--- src/rtl/hostport_lockout.sv ---
module hostport_lockout #(
  parameter int AW        = 5,
  parameter int DW        = 8,
  parameter int CNT_W     = 6,
  parameter int DEF_TICKS = 31
) (
  input  logic             clk,
  input  logic             rst_n,
  input  logic             tick,
  input  logic             single_supply,
  input  logic             pfail_n,
  input  logic             restore,
  input  logic             dly_prog,
  input  logic [CNT_W-1:0] dly_ticks,
  input  logic             cs_n,
  input  logic             rd_n,
  input  logic             wr_n,
  input  logic [AW-1:0]    addr,
  input  logic [DW-1:0]    bus_din,
  output logic [DW-1:0]    bus_dout,
  output logic             bus_oe,
  output logic             locked
);
  localparam int DEPTH = 1 << AW;
  localparam logic [CNT_W-1:0] DEF_LIM = CNT_W'(DEF_TICKS);

  typedef enum logic [1:0] {C_IDLE, C_RD, C_WR} cyc_t;

  logic [3:0] sy1, sy2;
  always_ff @(posedge clk or negedge rst_n)
    if (!rst_n) begin
      sy1 <= '1;
      sy2 <= '1;
    end else begin
      sy1 <= {pfail_n, cs_n, rd_n, wr_n};
      sy2 <= sy1;
    end

  wire pf_s = sy2[3];
  wire cs_s = sy2[2];
  wire rd_s = sy2[1];
  wire wr_s = sy2[0];

  wire pf_act  = !pf_s && !single_supply;
  wire blocked = pf_act || locked;

  logic [CNT_W-1:0] cnt;
  logic [CNT_W-1:0] limit;
  assign limit = !dly_prog ? DEF_LIM :
                 (dly_ticks == '0) ? CNT_W'(1) : dly_ticks;
  wire expired = cnt >= limit;

  always_ff @(posedge clk or negedge rst_n)
    if (!rst_n) cnt <= '0;
    else if (!pf_act || locked) cnt <= '0;
    else if (tick && !expired) cnt <= cnt + 1'b1;

  cyc_t cyc;
  logic [AW-1:0] cad;
  logic [DW-1:0] wdat;
  logic [DW-1:0] mem [DEPTH];

  wire commit = (cyc == C_WR) && (cs_s || wr_s);

  always_ff @(posedge clk or negedge rst_n)
    if (!rst_n) locked <= 1'b0;
    else if (restore && !pf_act) locked <= 1'b0;
    else if (pf_act && expired && cyc == C_IDLE) locked <= 1'b1;

  always_ff @(posedge clk or negedge rst_n)
    if (!rst_n) begin
      cyc  <= C_IDLE;
      cad  <= '0;
      wdat <= '0;
    end else begin
      case (cyc)
        C_IDLE:
          if (!cs_s && !blocked) begin
            if (!wr_s) begin
              cyc  <= C_WR;
              cad  <= addr;
              wdat <= bus_din;
            end else if (!rd_s) begin
              cyc <= C_RD;
              cad <= addr;
            end
          end
        C_RD:
          if (cs_s || rd_s) cyc <= C_IDLE;
        C_WR:
          if (commit) cyc <= C_IDLE;
          else wdat <= bus_din;
        default: cyc <= C_IDLE;
      endcase
    end

  always_ff @(posedge clk or negedge rst_n)
    if (!rst_n) begin
      for (int i = 0; i < DEPTH; i++) mem[i] <= '0;
    end else if (commit) begin
      mem[cad] <= wdat;
    end

  assign bus_dout = mem[cad];
  assign bus_oe   = (cyc == C_RD) && !cs_s && !rd_s
                    && (pfail_n || single_supply);

  p_start_guard_r4: assert property (@(posedge clk) disable iff (!rst_n)
    $rose(cyc == C_WR) |-> !$past(pf_act) && !$past(locked));

  p_lock_cause_r7: assert property (@(posedge clk) disable iff (!rst_n)
    $rose(locked) |-> $past(pf_act));

  p_lock_idle_r12: assert property (@(posedge clk) disable iff (!rst_n)
    locked |-> cyc == C_IDLE);

  p_lock_hold_r11: assert property (@(posedge clk) disable iff (!rst_n)
    locked && !restore |=> locked);

  p_single_r10: assert property (@(posedge clk) disable iff (!rst_n)
    $rose(locked) |-> !$past(single_supply));

  p_oe_unlocked_r3: assert property (@(posedge clk) disable iff (!rst_n)
    bus_oe |-> !locked);
endmodule

--- config.mk ---
export PLATFORM = sky130hd
export DESIGN_NAME = hostport_lockout
export DESIGN_NICKNAME = d
export VERILOG_FILES = /design/src/rtl/hostport_lockout.sv
export SDC_FILE = /design/constraint.sdc
export NUM_CORES = 1
export LEC_CHECK = 0
export BUFFER_PORTS_ARGS = -buffer_cell sky130_fd_sc_hd__buf_2
export CORE_UTILIZATION = 39
export CTS_BUF_LIST = sky130_fd_sc_hd__clkbuf_4 sky130_fd_sc_hd__clkbuf_8
export CTS_CLUSTER_DIAMETER = 200
export DETAILED_ROUTE_END_ITERATION = 8
export PLACE_DENSITY = 0.63
export SLEW_MARGIN = 15
export SYNTH_ARGS = -nofsm -noshare
export SYNTH_HDL_FRONTEND = slang
export SYNTH_SLANG_ARGS = --single-unit
--- constraint.sdc ---
create_clock -name clk -period 4.55 [get_ports clk]
set_input_delay 0.2275 -clock clk [delete_from_list [all_inputs] [get_ports clk]]
set_output_delay 0.2275 -clock clk [all_outputs]
set_load 0.1 [all_outputs]
==> run_results.csv <==
group,metric,value,unit
status,status,"finished, final reports clean",
synth,synth_area,0.0130,sq mm
setup_path,cp_data_required_time,4.32,ns
setup_path,crit_fanout,48,
drt,drt_iter0_drc,392,
drt,finalWirelength,30.3,mm
drt,drt-wirelength-per-cell,22.0,um
global_routing,grt_max_degree,131,
clock_network,htreeDepth,2,
synth,syn_inst,830,
sta,maxSlewHeadroom,22.1,%
setup_path,critPathLaunchType,"flop",
clock_network,cts_tree,"built",
clock_network,cts.hold.buffers_added,20,
sta,drv_slew,0,
pwr,vdd_drop_max,0.272,mV
global_routing,grt_first_pass_wirelength,47.6,mm
floorplanning,top_level_ports,39,
setup_path,cp.arrival,3.33,ns
clock_network,cts_resized,0,
finish,regArea,0.00718,sq mm
floorplanning,rows,66,
clock_network,cts_buffers,49,
clock_network,clock-sinks,286,
floorplanning,dieArea,0.0340,sq mm
sta,max_slew.worst_pin.slew,1.17,ns
sta,fin_ws,0.994,ns
synth,syn_avg_cell_area,15.6,sq um
sta,fin_skew,0.0250,ns
drt,firstDrtPassIters,4,
finish,fin_util,45.9,%
finish,syn_to_final_growth,15.3,%
sta,fmax,281,MHz
worst_hold_path,hp-class,"primary input to flop",
drt,num_vias,7392,
sta,hold_viol,0,
drt,ant_nets,0,
placement,port_buffers,38,
drt,vias_per_cell,5.36,
global_routing,groute.usage.overall,18.8,%
synth,synth_cell_types,43,
sta,rsz0062_at_grt,"no",
clock_network,cts_buffer_depth,3,
floorplanning,core,0.0326,sq mm
pwr,p_total,7.77,mW
finish,drive_gt1_share,56.0,%
setup_path,end_kind,"output pin",
synth,yosysSeqAreaShare,55.2,%
clock_network,clk_pin_slew_worst_paths,0.06,ns
sta,min_period,3.56,ns
floorplanning,die_h,184,um
global_routing,overflow,0,
sta,setup_viol,0,
floorplanning,die_w,184,um
drt,drc_errors,0,
placement,preCtsSetupSlack,1.51,ns
clock_network,root_buffer,"clkbuf_8",
pwr,p_leak,7.03,nW
floorplanning,start_util,39.8,%
finish,antenna_cells,0,
sta,finalSetupTns,0,ns
finish,layout.nets,935,
placement,hpwl,18.8,mm
finish,multi_input_area,0.00556,sq mm
synth,ys.warnings.count,0,
placement,place_congestion,0.771,
clock_network,clock_latency,0.57,ns
synth,yosys_register_bits,286,
sta,period_share,78.1,%
finish,fillers,2858,
global_routing,grt_antenna_before_repair,0,
pwr,p_per_area,519,mW/mm^2
synth,synth_fp_nets,866,
clock_network,post-cts-setup-buffer-count,0,
setup_path,critPathKind,"flop to output pin",
flow_run,maxCapViolCount,0,
global_routing,grt_pass1_vias,7832,
==> worst max-delay path: stages (launching register included) <==
cell and delay, ns:
dfrtp_4 1.07, buf_12 0.32, mux4_2 0.53, a22oi_1 0.29
nand4_1 0.15, buf_2 0.33
==> metal layers <==
metal | up-vias | GRT usage (%) | share of wire, %
li1 | 3273 | - | -
met1 | 3931 | 25.8 | 45
met2 | 138 | 30.7 | 49
met3 | 50 | 2.59 | 3.8
met4 | 0 | 6.43 | 2.6
met5 | - | 0 | 0
==> metrics by stage <==
step / cell area [sq um] / std cells / hold slack [ns]
2_1_floorplan: 13000 / 830 / -0.0681
3_3_place_gp: 13700 / 1270 / 0.329
3_5_place_dp: 13700 / 1270 / 0.332
4_1_cts: 15000 / 1379 / 0.0674
5_1_grt: 15000 / 1379 / 0.112
6_report: 15000 / 1379 / 0.0794
==> layout make-up <==
class / instances / area share [%]
Clock buffer: 81 / 6.78
Timing Repair Buffer: 74 / 3.65
Clock inverter: 8 / 0.619
Multi-Input combinational cell: 483 / 37.2
Tap cell: 442 / 3.70
Inverter: 5 / 0.125
Sequential cell: 286 / 48.0
==> final timing paths <==
path,start,to,slack (ns),cells past startpoint
setup / recovery,cad[0],bus_dout[7],0.99,5
hold / removal,single_supply,cnt[5],0.08,3
setup reg to reg,cad[1],mem[162],1.60,4
hold reg to reg,sy1[3],sy2[3],0.35,0
max in group asynchronous,rst_n,cad[1],3.03,3
min in group asynchronous,rst_n,mem[23],0.27,2
==> cells in the mapped netlist (all sizes together) <==
library cell / number / share of area [%]
and4: 3 / 0.20
a22oi: 32 / 1.9
a21o: 2 / 0.12
xnor2: 4 / 0.27
mux2i: 1 / 0.077
or3: 2 / 0.096
clkbuf: 26 / 0.75
a211oi: 3 / 0.17
and3: 1 / 0.048
dfstp: 8 / 1.6
mux4: 64 / 11
nand4: 8 / 0.39
mux2: 269 / 23
dfrtp: 278 / 54
nor2b: 6 / 0.29
a2111oi: 1 / 0.067
a21oi: 5 / 0.19
or4: 1 / 0.058
nand3: 4 / 0.25
nor4: 4 / 0.42
nor3b: 3 / 0.17
buf: 30 / 1.2
nor3: 5 / 0.37
nand2b: 2 / 0.12
o22a: 1 / 0.067
inv: 5 / 0.14
o21ai: 5 / 0.19
o211ai: 1 / 0.058
and3b: 1 / 0.067
nand2: 31 / 1.4
ha: 7 / 0.67
nor4b: 2 / 0.13
nor2: 15 / 0.51
==> power breakdown <==
group	total [mW]	switching, mW	internal (mW)	leakage [nW]
Clock	2.55	1.03	1.52	0.589
Combinational	1.61	0.753	0.858	2.59
Sequential	3.61	0.491	3.12	3.85
Total	7.77	2.27	5.49	7.03
==> registers in the layout, summed over array words and instances, names as in the netlist <==
name,count
sy2,4
cnt,6
wdat,8
cyc,2
sy1,4
cad,5
locked,1
mem,256
==> placed cells by master (no fill, tap or decap), types with 4 or more instances in the layout <==
cell type	synthesis	layout
dlygate4sd3_1	0	20
mux2_2	269	269
xnor2_1	4	4
clkbuf_8	0	65
dfstp_2	8	8
clkinv_2	0	5
inv_1	5	5
nand4_1	8	8
buf_4	2	14
nand2_2	24	24
o21ai_0	4	4
a21oi_1	5	5
nor2b_1	6	6
buf_2	25	37
nor2_2	4	4
nand2_1	7	7
nor2_1	11	11
clkbuf_4	0	16
mux4_2	64	64
dfrtp_1	278	275
a22oi_1	32	32
ha_1	7	7
==> cells by family after synthesis <==
logic type / Yosys count / synth area share [%]
simple gates: 88 / 4.48
buf+inv: 61 / 2.12
mux: 334 / 34.5
compound gates: 50 / 2.72
xor+xnor: 4 / 0.270
fa+ha+maj: 7 / 0.675
flops: 286 / 55.2
Note: power is estimated with default switching activity, not from simulation.
